==> config.mk <==
export PLATFORM = sky130hd
export DESIGN_NAME = irq_entry_seq
export DESIGN_NICKNAME = d
export VERILOG_FILES = /design/src/rtl/irq_seq_pkg.sv /design/src/rtl/irq_prio_enc.sv /design/src/rtl/irq_mode_reg.sv /design/src/rtl/irq_entry_seq.sv
export SDC_FILE = /design/constraint.sdc
export NUM_CORES = 1
export LEC_CHECK = 0
export BUFFER_PORTS_ARGS = -buffer_cell sky130_fd_sc_hd__buf_2
export CORE_ASPECT_RATIO = 0.7
export CORE_MARGIN = 5
export CORE_UTILIZATION = 40
export DETAILED_ROUTE_END_ITERATION = 16
export PLACE_DENSITY = 0.7
export RECOVER_POWER = 50
export SYNTH_ARGS = -nofsm -noshare
export SYNTH_HDL_FRONTEND = slang
export SYNTH_SLANG_ARGS = --single-unit
==> constraint.sdc <==
create_clock -name clk -period 2.5 [get_ports clk]
set_input_delay 0.125 -clock clk [delete_from_list [all_inputs] [get_ports clk]]
set_output_delay 0.125 -clock clk [all_outputs]
set_load 0.01 [all_outputs]
==> src/rtl/irq_seq_pkg.sv <==
package irq_seq_pkg;
  typedef enum logic [2:0] {
    ST_IDLE = 3'd0,
    ST_VREQ = 3'd1,
    ST_VDEC = 3'd2,
    ST_RREQ = 3'd3,
    ST_RDEC = 3'd4,
    ST_HALT = 3'd5
  } seq_state_e;
endpackage

==> src/rtl/irq_prio_enc.sv <==
module irq_prio_enc #(
  parameter int N   = 8,
  parameter int IDW = (N > 1) ? $clog2(N) : 1
) (
  input  logic [N-1:0]   req,
  output logic           any,
  output logic [IDW-1:0] id
);
  logic [N-1:0] below;
  logic [N-1:0] win;

  assign below[0] = 1'b0;
  generate
    for (genvar i = 1; i < N; i++) begin : g_chain
      assign below[i] = below[i-1] | req[i-1];
    end
  endgenerate

  assign win = req & ~below;
  assign any = |req;

  always_comb begin
    id = '0;
    for (int k = 0; k < N; k++) begin
      if (win[k]) id = IDW'(k);
    end
  end

  // the granted line must be pending and nothing below it may be
  always_comb begin
    if (any) begin
      a_r3_grant_valid: assert (req[id] && (win == (N'(1) << id)));
    end
  end
endmodule

==> src/rtl/irq_mode_reg.sv <==
module irq_mode_reg (
  input  logic clk,
  input  logic rst,
  input  logic set,
  input  logic clr,
  output logic active
);
  always_ff @(posedge clk) begin
    if (rst)      active <= 1'b0;
    else if (clr) active <= 1'b0;
    else if (set) active <= 1'b1;
  end

  a_r5_enter_sets: assert property (@(posedge clk) disable iff (rst)
    (set && !clr) |=> active);
  a_r9_exit_clears: assert property (@(posedge clk) disable iff (rst)
    clr |=> !active);
endmodule

==> src/rtl/irq_entry_seq.sv <==
module irq_entry_seq
  import irq_seq_pkg::*;
#(
  parameter int NUM_IRQ   = 8,
  parameter int ADDR_W    = 16,
  parameter int RESET_VEC = 8
) (
  input  logic               clk,
  input  logic               rst,
  input  logic [NUM_IRQ-1:0] irq_req,
  input  logic               insn_boundary,
  input  logic [ADDR_W-1:0]  cur_addr,
  input  logic               ire_exec,
  input  logic               dbg_hold,
  output logic               pm_rd_en,
  output logic [ADDR_W-1:0]  pm_rd_addr,
  input  logic [ADDR_W-1:0]  pm_rd_data,
  output logic               ras_push,
  output logic [ADDR_W-1:0]  ras_push_data,
  output logic               ras_pop,
  input  logic [ADDR_W-1:0]  ras_pop_data,
  output logic               ip_load,
  output logic [ADDR_W-1:0]  ip_value,
  output logic               stall,
  output logic               halt,
  output logic               core_reset,
  output logic               in_handler
);
  localparam int IDW = (NUM_IRQ > 1) ? $clog2(NUM_IRQ) : 1;
  localparam logic [ADDR_W-1:0] BOOT_ADDR = ADDR_W'(RESET_VEC);

  seq_state_e         state;
  logic [NUM_IRQ-1:0] req_eff;
  logic               req_any;
  logic [IDW-1:0]     req_id;
  logic               take;
  logic               dbl_fault;
  logic               ret_go;
  logic               mode_set;
  logic               mode_clr;
  logic               vec_zero;

  // a return outside a handler is an invalid instruction on line 0
  always_comb begin
    req_eff    = irq_req;
    req_eff[0] = irq_req[0] | (ire_exec & ~in_handler);
  end

  irq_prio_enc #(.N(NUM_IRQ), .IDW(IDW)) u_prio (
    .req (req_eff),
    .any (req_any),
    .id  (req_id)
  );

  assign take      = (state == ST_IDLE) && insn_boundary;
  assign dbl_fault = take && req_any && in_handler;
  assign ret_go    = take && !req_any && ire_exec && in_handler;
  assign vec_zero  = (pm_rd_data == '0);
  assign mode_set  = (state == ST_VDEC) && !vec_zero;
  assign mode_clr  = (state == ST_RDEC) || (dbl_fault && !dbg_hold);

  irq_mode_reg u_mode (
    .clk    (clk),
    .rst    (rst),
    .set    (mode_set),
    .clr    (mode_clr),
    .active (in_handler)
  );

  always_ff @(posedge clk) begin
    if (rst) begin
      state         <= ST_IDLE;
      ip_load       <= 1'b1;
      ip_value      <= BOOT_ADDR;
      pm_rd_en      <= 1'b0;
      pm_rd_addr    <= '0;
      ras_push      <= 1'b0;
      ras_push_data <= '0;
      ras_pop       <= 1'b0;
      stall         <= 1'b0;
      halt          <= 1'b0;
      core_reset    <= 1'b0;
    end else begin
      ip_load    <= 1'b0;
      pm_rd_en   <= 1'b0;
      ras_push   <= 1'b0;
      ras_pop    <= 1'b0;
      core_reset <= 1'b0;
      unique case (state)
        ST_IDLE: begin
          if (dbl_fault) begin
            if (dbg_hold) begin
              halt  <= 1'b1;
              state <= ST_HALT;
            end else begin
              core_reset <= 1'b1;
              ip_load    <= 1'b1;
              ip_value   <= BOOT_ADDR;
            end
          end else if (take && req_any) begin
            pm_rd_en      <= 1'b1;
            pm_rd_addr    <= ADDR_W'(req_id);
            ras_push      <= 1'b1;
            ras_push_data <= cur_addr + 1'b1;
            stall         <= 1'b1;
            state         <= ST_VREQ;
          end else if (ret_go) begin
            ras_pop <= 1'b1;
            stall   <= 1'b1;
            state   <= ST_RREQ;
          end
        end
        ST_VREQ: state <= ST_VDEC;
        ST_VDEC: begin
          stall <= 1'b0;
          if (vec_zero) begin
            halt  <= 1'b1;
            state <= ST_HALT;
          end else begin
            ip_load  <= 1'b1;
            ip_value <= pm_rd_data;
            state    <= ST_IDLE;
          end
        end
        ST_RREQ: state <= ST_RDEC;
        ST_RDEC: begin
          stall    <= 1'b0;
          ip_load  <= 1'b1;
          ip_value <= ras_pop_data;
          state    <= ST_IDLE;
        end
        ST_HALT: state <= ST_HALT;
        default: state <= ST_IDLE;
      endcase
    end
  end

  a_r4_push_single: assert property (@(posedge clk) disable iff (rst)
    ras_push |=> !ras_push);
  a_r3_read_single: assert property (@(posedge clk) disable iff (rst)
    pm_rd_en |=> !pm_rd_en);
  a_r5_load_unstalled: assert property (@(posedge clk) disable iff (rst)
    ip_load |-> !stall);
  a_r6_zero_halts: assert property (@(posedge clk) disable iff (rst)
    (state == ST_VDEC && pm_rd_data == '0) |=> (halt && !ip_load));
  a_r11_halt_sticky: assert property (@(posedge clk) disable iff (rst)
    halt |=> (halt && !ip_load && !pm_rd_en));
  a_r7_reset_pulse: assert property (@(posedge clk) disable iff (rst)
    core_reset |-> (ip_load && ip_value == BOOT_ADDR && !in_handler));
  a_r7_reset_single: assert property (@(posedge clk) disable iff (rst)
    core_reset |=> !core_reset);
endmodule

==> flow_metrics.py, run 1 <==
metrics = {
    "logic_synthesis": {
        "syn_avg_cell_area_sq_um": 9.50,
        "synth_enable_flop_cells": 0,
        "synth_most_common_cell": "dfxtp_1",
        "ys_types": 53,
        "synth-seq-area-share": 0.349,
        "synth-main-ff-cell": "dfxtp_1",
        "yosys.area.top_type_share": 0.349,
        "ys_warn_count": 0,
        "netlist_area_sq_um": 2580,
        "async_reset_ff_frac": 0,
        "synth_common_cells": "45 x dfxtp_1, 23 x nor2_1, 18 x nor2_2",
        "yosysTopAreaCell": "dfxtp_1",
        "ys_ff_latch": 45,
        "ys_top_cells_by_area": "dfxtp_1 35%, a211oi_2 5.8%, buf_4 4.6%",
        "synth_cells": 272,
    },
    "placed_design": {
        "routabilityCongestion": 0.818,
        "dp_slack_ps": 398,
        "post-dp-hpwl_microns": 5100,
        "port_buffers": 103,
    },
    "grt": {
        "antenna_found_initial": 0,
        "grt_usage": 0.159,
        "grt_pass1_vias": 2331,
        "grt_pass1_wl_microns": 10900,
        "overflow": 0,
        "grt_max_degree": 34,
    },
    "power": {
        "leakage_nw": 1.19,
        "power_switching_w": 0.00140,
        "internal_power_w": 0.00179,
        "clockPowerShare": 0.135,
        "finalPower_w": 0.00319,
        "swShare": 0.439,
        "p_per_area_nw_per_um2": 1050,
        "ir_drop_mv": 0.395,
        "seq_power_share": 0.371,
        "comb_power_share": 0.494,
    },
    "sta": {
        "fmax_ghz": 0.475,
        "period_minus_slack_ps": 2100,
        "rsz0062_at_grt": "no",
        "worst_pin_slew_ps": 835,
        "tns_ps": 0,
        "timing.final.ws_setup_ps": 397,
        "period_share": 0.841,
        "max_slew_margin": 0.442,
        "finClkSkew_ps": 8.73,
        "hold_viol_final": 0,
        "finalSetupViolations": 0,
        "maxSlewViolCount": 0,
    },
    "routing": {
        "drtIter0Drc": 63,
        "first_pass_iters": 4,
        "wire_per_inst_microns": 14.9,
        "routed_wirelength_microns": 6610,
        "via_count": 2277,
        "via_per_inst": 5.12,
        "drc_errors": 0,
        "ant_nets": 0,
    },
    "worst_setup_path": {
        "crit_slowest_cell": "a211oi_4",
        "cp.buffers_inverters": 0,
        "cp_cell_sequence": "nor4b_1 > and3_2 > a211oi_4 > a221oi_1 > nor3_1",
        "cpPeakStageDelay_ps": 740,
        "cp-start-kind": "register",
        "worst_setup_path_end_kind": "register",
        "r2r_slack_ps": 400,
        "critPathArrivalTime_ps": 2310,
        "cp.required_ps": 2710,
        "crit_fanout": 17,
        "crit_type": "reg2reg",
        "path_delay_family": "compound AO/OA/AOI/OAI gates",
    },
    "job": {
        "cap_violations": 0,
    },
    "finish": {
        "num_antenna_cells": 0,
        "nFillCells": 644,
        "multiInputGateArea_sq_um": 1450,
        "area_growth_pct": 18.1,
        "drive_gt1_frac": 0.357,
        "regArea_sq_um": 901,
        "num-nets-final": 428,
    },
    "floorplan": {
        "start_util": 0.414,
        "rows": 24,
        "die_y_microns": 77.2,
        "fp.coreArea_sq_um": 6250,
        "io_pins": 117,
        "die_w_microns": 106,
        "die-area_sq_um": 8190,
    },
    "clock_network": {
        "clk_pin_slew_worst_paths_ps": 90,
        "cts_setup_buffers": 0,
        "worstSkewPairLatency_ps": 290,
        "h-tree-depth": 2,
        "cts_buffer_depth": 2,
        "numCtsBuffers": 5,
        "cts_tree": "done",
        "clock_sinks": 45,
        "cts_resized": 0,
        "clockRootBuffer": "clkbuf_8",
        "ctsHoldBuffers": 0,
    },
    "outcome": {
        "status": "finished clean",
    },
    "hold_path": {
        "hold_class": "in2reg",
    },
}
kinds of logic (layout without fill, tap and decap cells):
group | Yosys count | after routing | share of synthesized area
AO/OA/AOI/OAI | 55 | 55 | 0.205
flip-flops | 45 | 45 | 0.349
buffers and inverters | 38 | 121 | 0.107
adder cells (fa/ha/maj) | 1 | 1 | 0.00484
other | 1 | 13 | 0.00145
AND/OR/NAND/NOR | 117 | 117 | 0.283
XOR/XNOR | 15 | 15 | 0.0508
power by group through the flow:
stage,combinational (W),clock (W),sequential (W)
after floorplan,0.00122,0,0.00127
after global placement,0.00163,0,0.00118
after detailed placement,0.00166,0,0.00119
after CTS,0.00166,0.000448,0.00118
after global routing,0.00176,0.000483,0.00123
final,0.00158,0.000432,0.00118
cells in the final DEF, fill, tap and decap left out, drive strengths merged, types with 5 or more instances in the layout:
cell,Yosys,final
nor3,21,21
nor4,7,7
o21ai,5,5
and3,7,7
dfxtp,45,45
xor2,8,8
conb,1,13
inv,5,5
a221oi,17,17
a211oi,17,17
nor2,42,42
clkbuf,5,49
nand3,8,8
nand2,11,11
buf,28,65
xnor2,7,7
a21oi,8,8
path summary, 6_finish.rpt:
path / cells past startpoint / startpoint / endpoint
worst max-delay path: 5 / state[2] / ip_value[5]
worst min-delay path: 2 / cur_addr[0] / ras_push_data[0]
worst max register to register: 5 / state[2] / ip_value[5]
worst min register to register: 2 / pm_rd_addr[0] / pm_rd_addr[0]
state kept, by name, summed over array words and instances (netlist names):
name / count
ip_load: 1
pm_rd_addr: 3
halt: 1
core_reset: 1
state: 3
ras_pop: 1
ras_push_data: 16
ip_value: 16
u_mode.active: 1
stall: 1
ras_push: 1
area by class of cell:
type,instances,area share
clock inverter,2,0.00328
multi-input combinational,201,0.477
sequential,45,0.295
timing repair buffer,108,0.163
inverter,5,0.00615
clock buffer,6,0.0238
tap,78,0.0320
routing by layer:
layer | global-route usage | wire (microns)
met5 | 0 | 0
met4 | 0.0323 | 34
met3 | 0.0319 | 363
met2 | 0.267 | 3070
met1 | 0.213 | 3140
stage by stage:
| stage | hold WS (ps) | util | cell area, sq um | cells |
|---|---|---|---|---|
| 4_1_cts | 39.8 | 0.498 | 3110 | 445 |
| 5_1_grt | 42.5 | 0.488 | 3050 | 445 |
| 6_report | 48.2 | 0.488 | 3050 | 445 |
| 2_1_floorplan | 215 | - | 2630 | 284 |
| 3_5_place_dp | 356 | 0.485 | 3030 | 437 |
| 3_3_place_gp | 352 | 0.485 | 3030 | 437 |
Note: power is estimated with default switching activity, not from simulation.
==> inputs of run 2 (changes only) <==
Clock period 2.5 ns to 2.02 ns, I/O delays scaled along.
==> flow_metrics.py, run 2 (same netlist as run 1, synthesis figures left out) <==
metrics = {
    "outcome": {
        "status": "finished clean",
    },
    "sta": {
        "period_minus_slack_ps": 1890,
        "finalSetupViolations": 0,
        "finClkSkew_ps": 5.41,
        "tns_ps": 0,
        "hold_viol_final": 0,
        "rsz0062_at_grt": "no",
        "fmax_ghz": 0.530,
        "whs_ps": 25.1,
        "maxSlewViolCount": 0,
        "period_share": 0.934,
    },
    "floorplan": {
        "fp.coreArea_sq_um": 6250,
        "start_util": 0.414,
        "io_pins": 117,
        "die_y_microns": 77.2,
        "die_w_microns": 106,
        "die-area_sq_um": 8190,
        "rows": 24,
    },
    "finish": {
        "nFillCells": 629,
        "num-nets-final": 437,
        "reg_top3": "ip_value x16, ras_push_data x16",
        "num_antenna_cells": 0,
        "regArea_sq_um": 901,
        "drive_gt1_frac": 0.378,
        "final_cell_mix": "61 x buf_2, 45 x dfxtp_1, 43 x clkbuf_1, 23 x nor2_1, 18 x nor2_2",
        "multiInputGateArea_sq_um": 1470,
        "area_growth_pct": 24.6,
        "final_area_sq_um": 3220,
        "layout_commonest_cell": "buf_2",
    },
    "clock_network": {
        "cts_buffer_depth": 2,
        "h-tree-depth": 2,
        "worstSkewPairLatency_ps": 290,
        "clockRootBuffer": "clkbuf_8",
        "cts_tree": "done",
        "ctsHoldBuffers": 0,
        "clk_pin_slew_worst_paths_ps": 80,
        "clock_sinks": 45,
        "numCtsBuffers": 5,
    },
    "power": {
        "p_per_area_nw_per_um2": 1380,
        "ir_drop_mv": 0.508,
        "leakage_nw": 1.27,
        "finalPower_w": 0.00444,
    },
    "placed_design": {
        "place_area_sq_um": 3090,
        "routabilityCongestion": 0.829,
        "port_buffers": 103,
        "post-dp-hpwl_microns": 5160,
    },
    "routing": {
        "first_pass_iters": 4,
        "via_per_inst": 5.23,
        "via_count": 2375,
        "routed_wirelength_microns": 6690,
        "drtIter0Drc": 86,
        "wire_per_inst_microns": 14.7,
        "ant_nets": 0,
        "drc_errors": 0,
    },
    "worst_setup_path": {
        "crit_fanout": 31,
        "cpPeakStageDelay_ps": 620,
        "r2r_slack_ps": 130,
        "cp_cell_sequence": "or4b_1 > nor2_4 > and2_4 > buf_12 > nor2_1 > a211oi_1",
        "worstReg2RegEnd": "ras_push_data[4]",
        "worst_r2r_path_depth": 6,
        "crit_type": "reg2reg",
        "worst_setup_path_end_kind": "register",
        "timing.rr.start": "state[0]",
        "cp.required_ps": 2230,
        "path_delay_family": "simple AND/OR/NAND/NOR gates",
        "crit_slowest_cell": "or4b_1",
        "cp.buffers_inverters": 1,
        "cp-start-kind": "register",
        "critPathArrivalTime_ps": 2090,
    },
    "grt": {
        "overflow": 0,
        "antenna_found_initial": 0,
        "grt_max_degree": 32,
        "grt_pass1_vias": 2269,
        "grt_pass1_wl_microns": 10900,
        "grt_usage": 0.162,
    },
    "job": {
        "cap_violations": 0,
    },
    "hold_path": {
        "min_from": "cur_addr[0]",
        "hold_class": "in2reg",
        "worst_hold_path.num_cells": 2,
        "hold_end": "ras_push_data[0]",
    },
}
## run 2: power breakdown
| part | switching, W | total [W] | internal [W] |
|---|---|---|---|
| combinational | 0.00127 | 0.00220 | 0.000925 |
| clock | 0.000312 | 0.000803 | 0.000492 |
| sequential | 0.000215 | 0.00144 | 0.00123 |
## run 2: worst max-delay path by stage
stage | from | end | cells past startpoint
floorplan | u_mode.active | ip_value[12] | 8
global placement | pm_rd_data[4] | ip_value[7] | 6
detailed placement | pm_rd_data[8] | ip_value[5] | 6
CTS | state[0] | ip_value[5] | 6
global route | state[0] | ras_push_data[4] | 6
finish | state[0] | ras_push_data[4] | 6
## run 2: worst register-to-register path: stages, from the launching register on
cell and delay, ps:
dfxtp_1 370, or4b_1 620, nor2_4 140, and2_4 190
buf_12 210, nor2_1 70, a211oi_1 200
## run 2: metal layers
metal  global-route usage  share of wire  vias to the layer above
met5                    0              0                        -
met4               0.0375         0.0082                        0
met3               0.0428          0.057                        4
met2                0.263           0.48                       74
met1                0.215           0.46                     1129
li1                     -              -                     1168
## run 2: area by class of cell
| type | instances | share of cell area |
|---|---|---|
| multi-input combinational | 201 | 0.456 |
| sequential | 45 | 0.280 |
| timing repair buffer | 117 | 0.187 |
| tap | 78 | 0.0303 |
| clock buffer | 5 | 0.0214 |
| clock inverter | 3 | 0.0202 |
| inverter | 5 | 0.00583 |
## run 2: through the flow
stage,std cells,worst slack [ps],util
final,454,134,0.516
after global placement,444,72.8,0.495
after global routing,454,42.5,0.516
after CTS,452,5.72,0.517
after floorplan,284,169,-
after detailed placement,444,6.79,0.495
## run 2: repair_timing
item,in CTS,in global routing
endpoints found under the hold margin,0,0
setup buffers,0,2
resized for setup,0,2
setup endpoints to repair,0,16
==> inputs of run 3 (changes only) <==
Settings changed: MAX_ROUTING_LAYER from default to met4.
==> flow_metrics.py, run 3 (same netlist as run 1, synthesis figures left out) <==
metrics = {
    "job": {
        "cap_violations": 0,
    },
    "hold_path": {
        "hold_class": "in2reg",
    },
    "floorplan": {
        "die_w_microns": 106,
        "start_util": 0.414,
        "io_pins": 117,
        "rows": 24,
        "die-area_sq_um": 8190,
        "fp.coreArea_sq_um": 6250,
        "die_y_microns": 77.2,
    },
    "power": {
        "comb_power_share": 0.496,
        "ir_drop_mv": 0.509,
        "seq_power_share": 0.324,
        "power_switching_w": 0.00180,
        "p_per_area_nw_per_um2": 1380,
        "swShare": 0.405,
        "leakage_nw": 1.27,
        "internal_power_w": 0.00264,
        "clockPowerShare": 0.180,
    },
    "finish": {
        "nFillCells": 629,
        "layout_commonest_cell": "buf_2",
        "num_antenna_cells": 0,
        "final_area_sq_um": 3220,
        "area_growth_pct": 24.6,
        "final_cells": 454,
        "drive_gt1_frac": 0.378,
        "reg_top3": "ip_value x16, ras_push_data x16",
        "final_cell_mix": "61 x buf_2, 45 x dfxtp_1, 43 x clkbuf_1, 23 x nor2_1, 18 x nor2_2",
        "fin_util": 0.516,
        "num-nets-final": 437,
    },
    "grt": {
        "grt_usage": 0.166,
        "grt_pass1_vias": 2265,
        "overflow": 0,
        "antenna_found_initial": 0,
        "grt_max_degree": 32,
        "grt_pass1_wl_microns": 11000,
    },
    "placed_design": {
        "routabilityCongestion": 0.841,
        "place_area_sq_um": 3090,
        "post-dp-hpwl_microns": 5160,
        "placed_cells": 444,
        "port_buffers": 103,
    },
    "sta": {
        "rsz0062_at_grt": "no",
        "period_minus_slack_ps": 1880,
        "fmax_ghz": 0.532,
        "tns_ps": 0,
        "whs_ps": 27.0,
        "period_share": 0.930,
        "finClkSkew_ps": 4.37,
        "maxSlewViolCount": 0,
        "hold_viol_final": 0,
        "finalSetupViolations": 0,
    },
    "clock_network": {
        "cts_buffer_depth": 2,
        "h-tree-depth": 2,
        "ctsHoldBuffers": 0,
        "clock_sinks": 45,
        "clk_pin_slew_worst_paths_ps": 80,
        "clockRootBuffer": "clkbuf_8",
        "cts_tree": "done",
        "worstSkewPairLatency_ps": 290,
        "numCtsBuffers": 5,
    },
    "worst_setup_path": {
        "cp-start-kind": "register",
        "worst_setup_path_end_kind": "register",
        "cp.required_ps": 2230,
        "critPathArrivalTime_ps": 2090,
        "crit_type": "reg2reg",
        "crit_fanout": 31,
    },
    "routing": {
        "routed_wirelength_microns": 6690,
        "wire_per_inst_microns": 14.7,
        "via_count": 2386,
        "ant_nets": 0,
        "first_pass_iters": 4,
        "drc_errors": 0,
        "via_per_inst": 5.26,
        "drtIter0Drc": 78,
    },
    "outcome": {
        "status": "finished clean",
    },
}
==> run 3: layer usage <==
metal / GRT usage / up-vias / routed length (microns)
met4: 0.0453 / 0 / 56
met2: 0.262 / 85 / 3200
li1: - / 1166 / -
met3: 0.0336 / 4 / 408
met5: - / - / 0
met1: 0.218 / 1131 / 3020
==> run 3: critical path, stage by stage, from the launching register on <==
cell      delay [ps]
dfxtp_1          360
or4b_1           620
nor2_4           140
and2_4           190
buf_12           210
nor2_1            60
a211oi_1         200
==> run 3: power by group through the flow <==
stage,Combinational (W),Clock (W),Sequential (W)
floorplan,0.00151,0,0.00157
finish,0.00220,0.000799,0.00144
detailed placement,0.00217,0,0.00145
global route,0.00241,0.000868,0.00149
CTS,0.00218,0.000822,0.00143
global placement,0.00214,0,0.00143
==> run 3: worst paths after layout <==
kind | endpoint | cells past startpoint | startpoint | slack (ps)
min | ras_push_data[0] | 2 | cur_addr[0] | 30
min reg2reg | pm_rd_addr[0] | 2 | pm_rd_addr[0] | 470
max | ras_push_data[4] | 6 | state[0] | 140
max reg2reg | ras_push_data[4] | 6 | state[0] | 140
==> run 3: stage by stage <==
step	setup slack, ps	total power [W]
finish	142	0.00444
global route	42.5	0.00477
CTS	5.72	0.00443
detailed placement	6.79	0.00362
global placement	72.8	0.00357
floorplan	169	0.00308
==> run 3: timing repair <==
| item | CTS | global route |
|---|---|---|
| setup buffers | 0 | 2 |
| setup endpoints to repair | 0 | 16 |
| gates resized for setup | 0 | 2 |
==> run 3: cell type report <==
| cell class | instances | area [sq um] | area share |
|---|---|---|---|
| Multi-Input combinational cell | 201 | 1470 | 0.456 |
| Sequential cell | 45 | 901 | 0.280 |
| Timing Repair Buffer | 117 | 602 | 0.187 |
| Tap cell | 78 | 97.6 | 0.0303 |
| Clock buffer | 5 | 68.8 | 0.0214 |
| Clock inverter | 3 | 65.1 | 0.0202 |
| Inverter | 5 | 18.8 | 0.00583 |
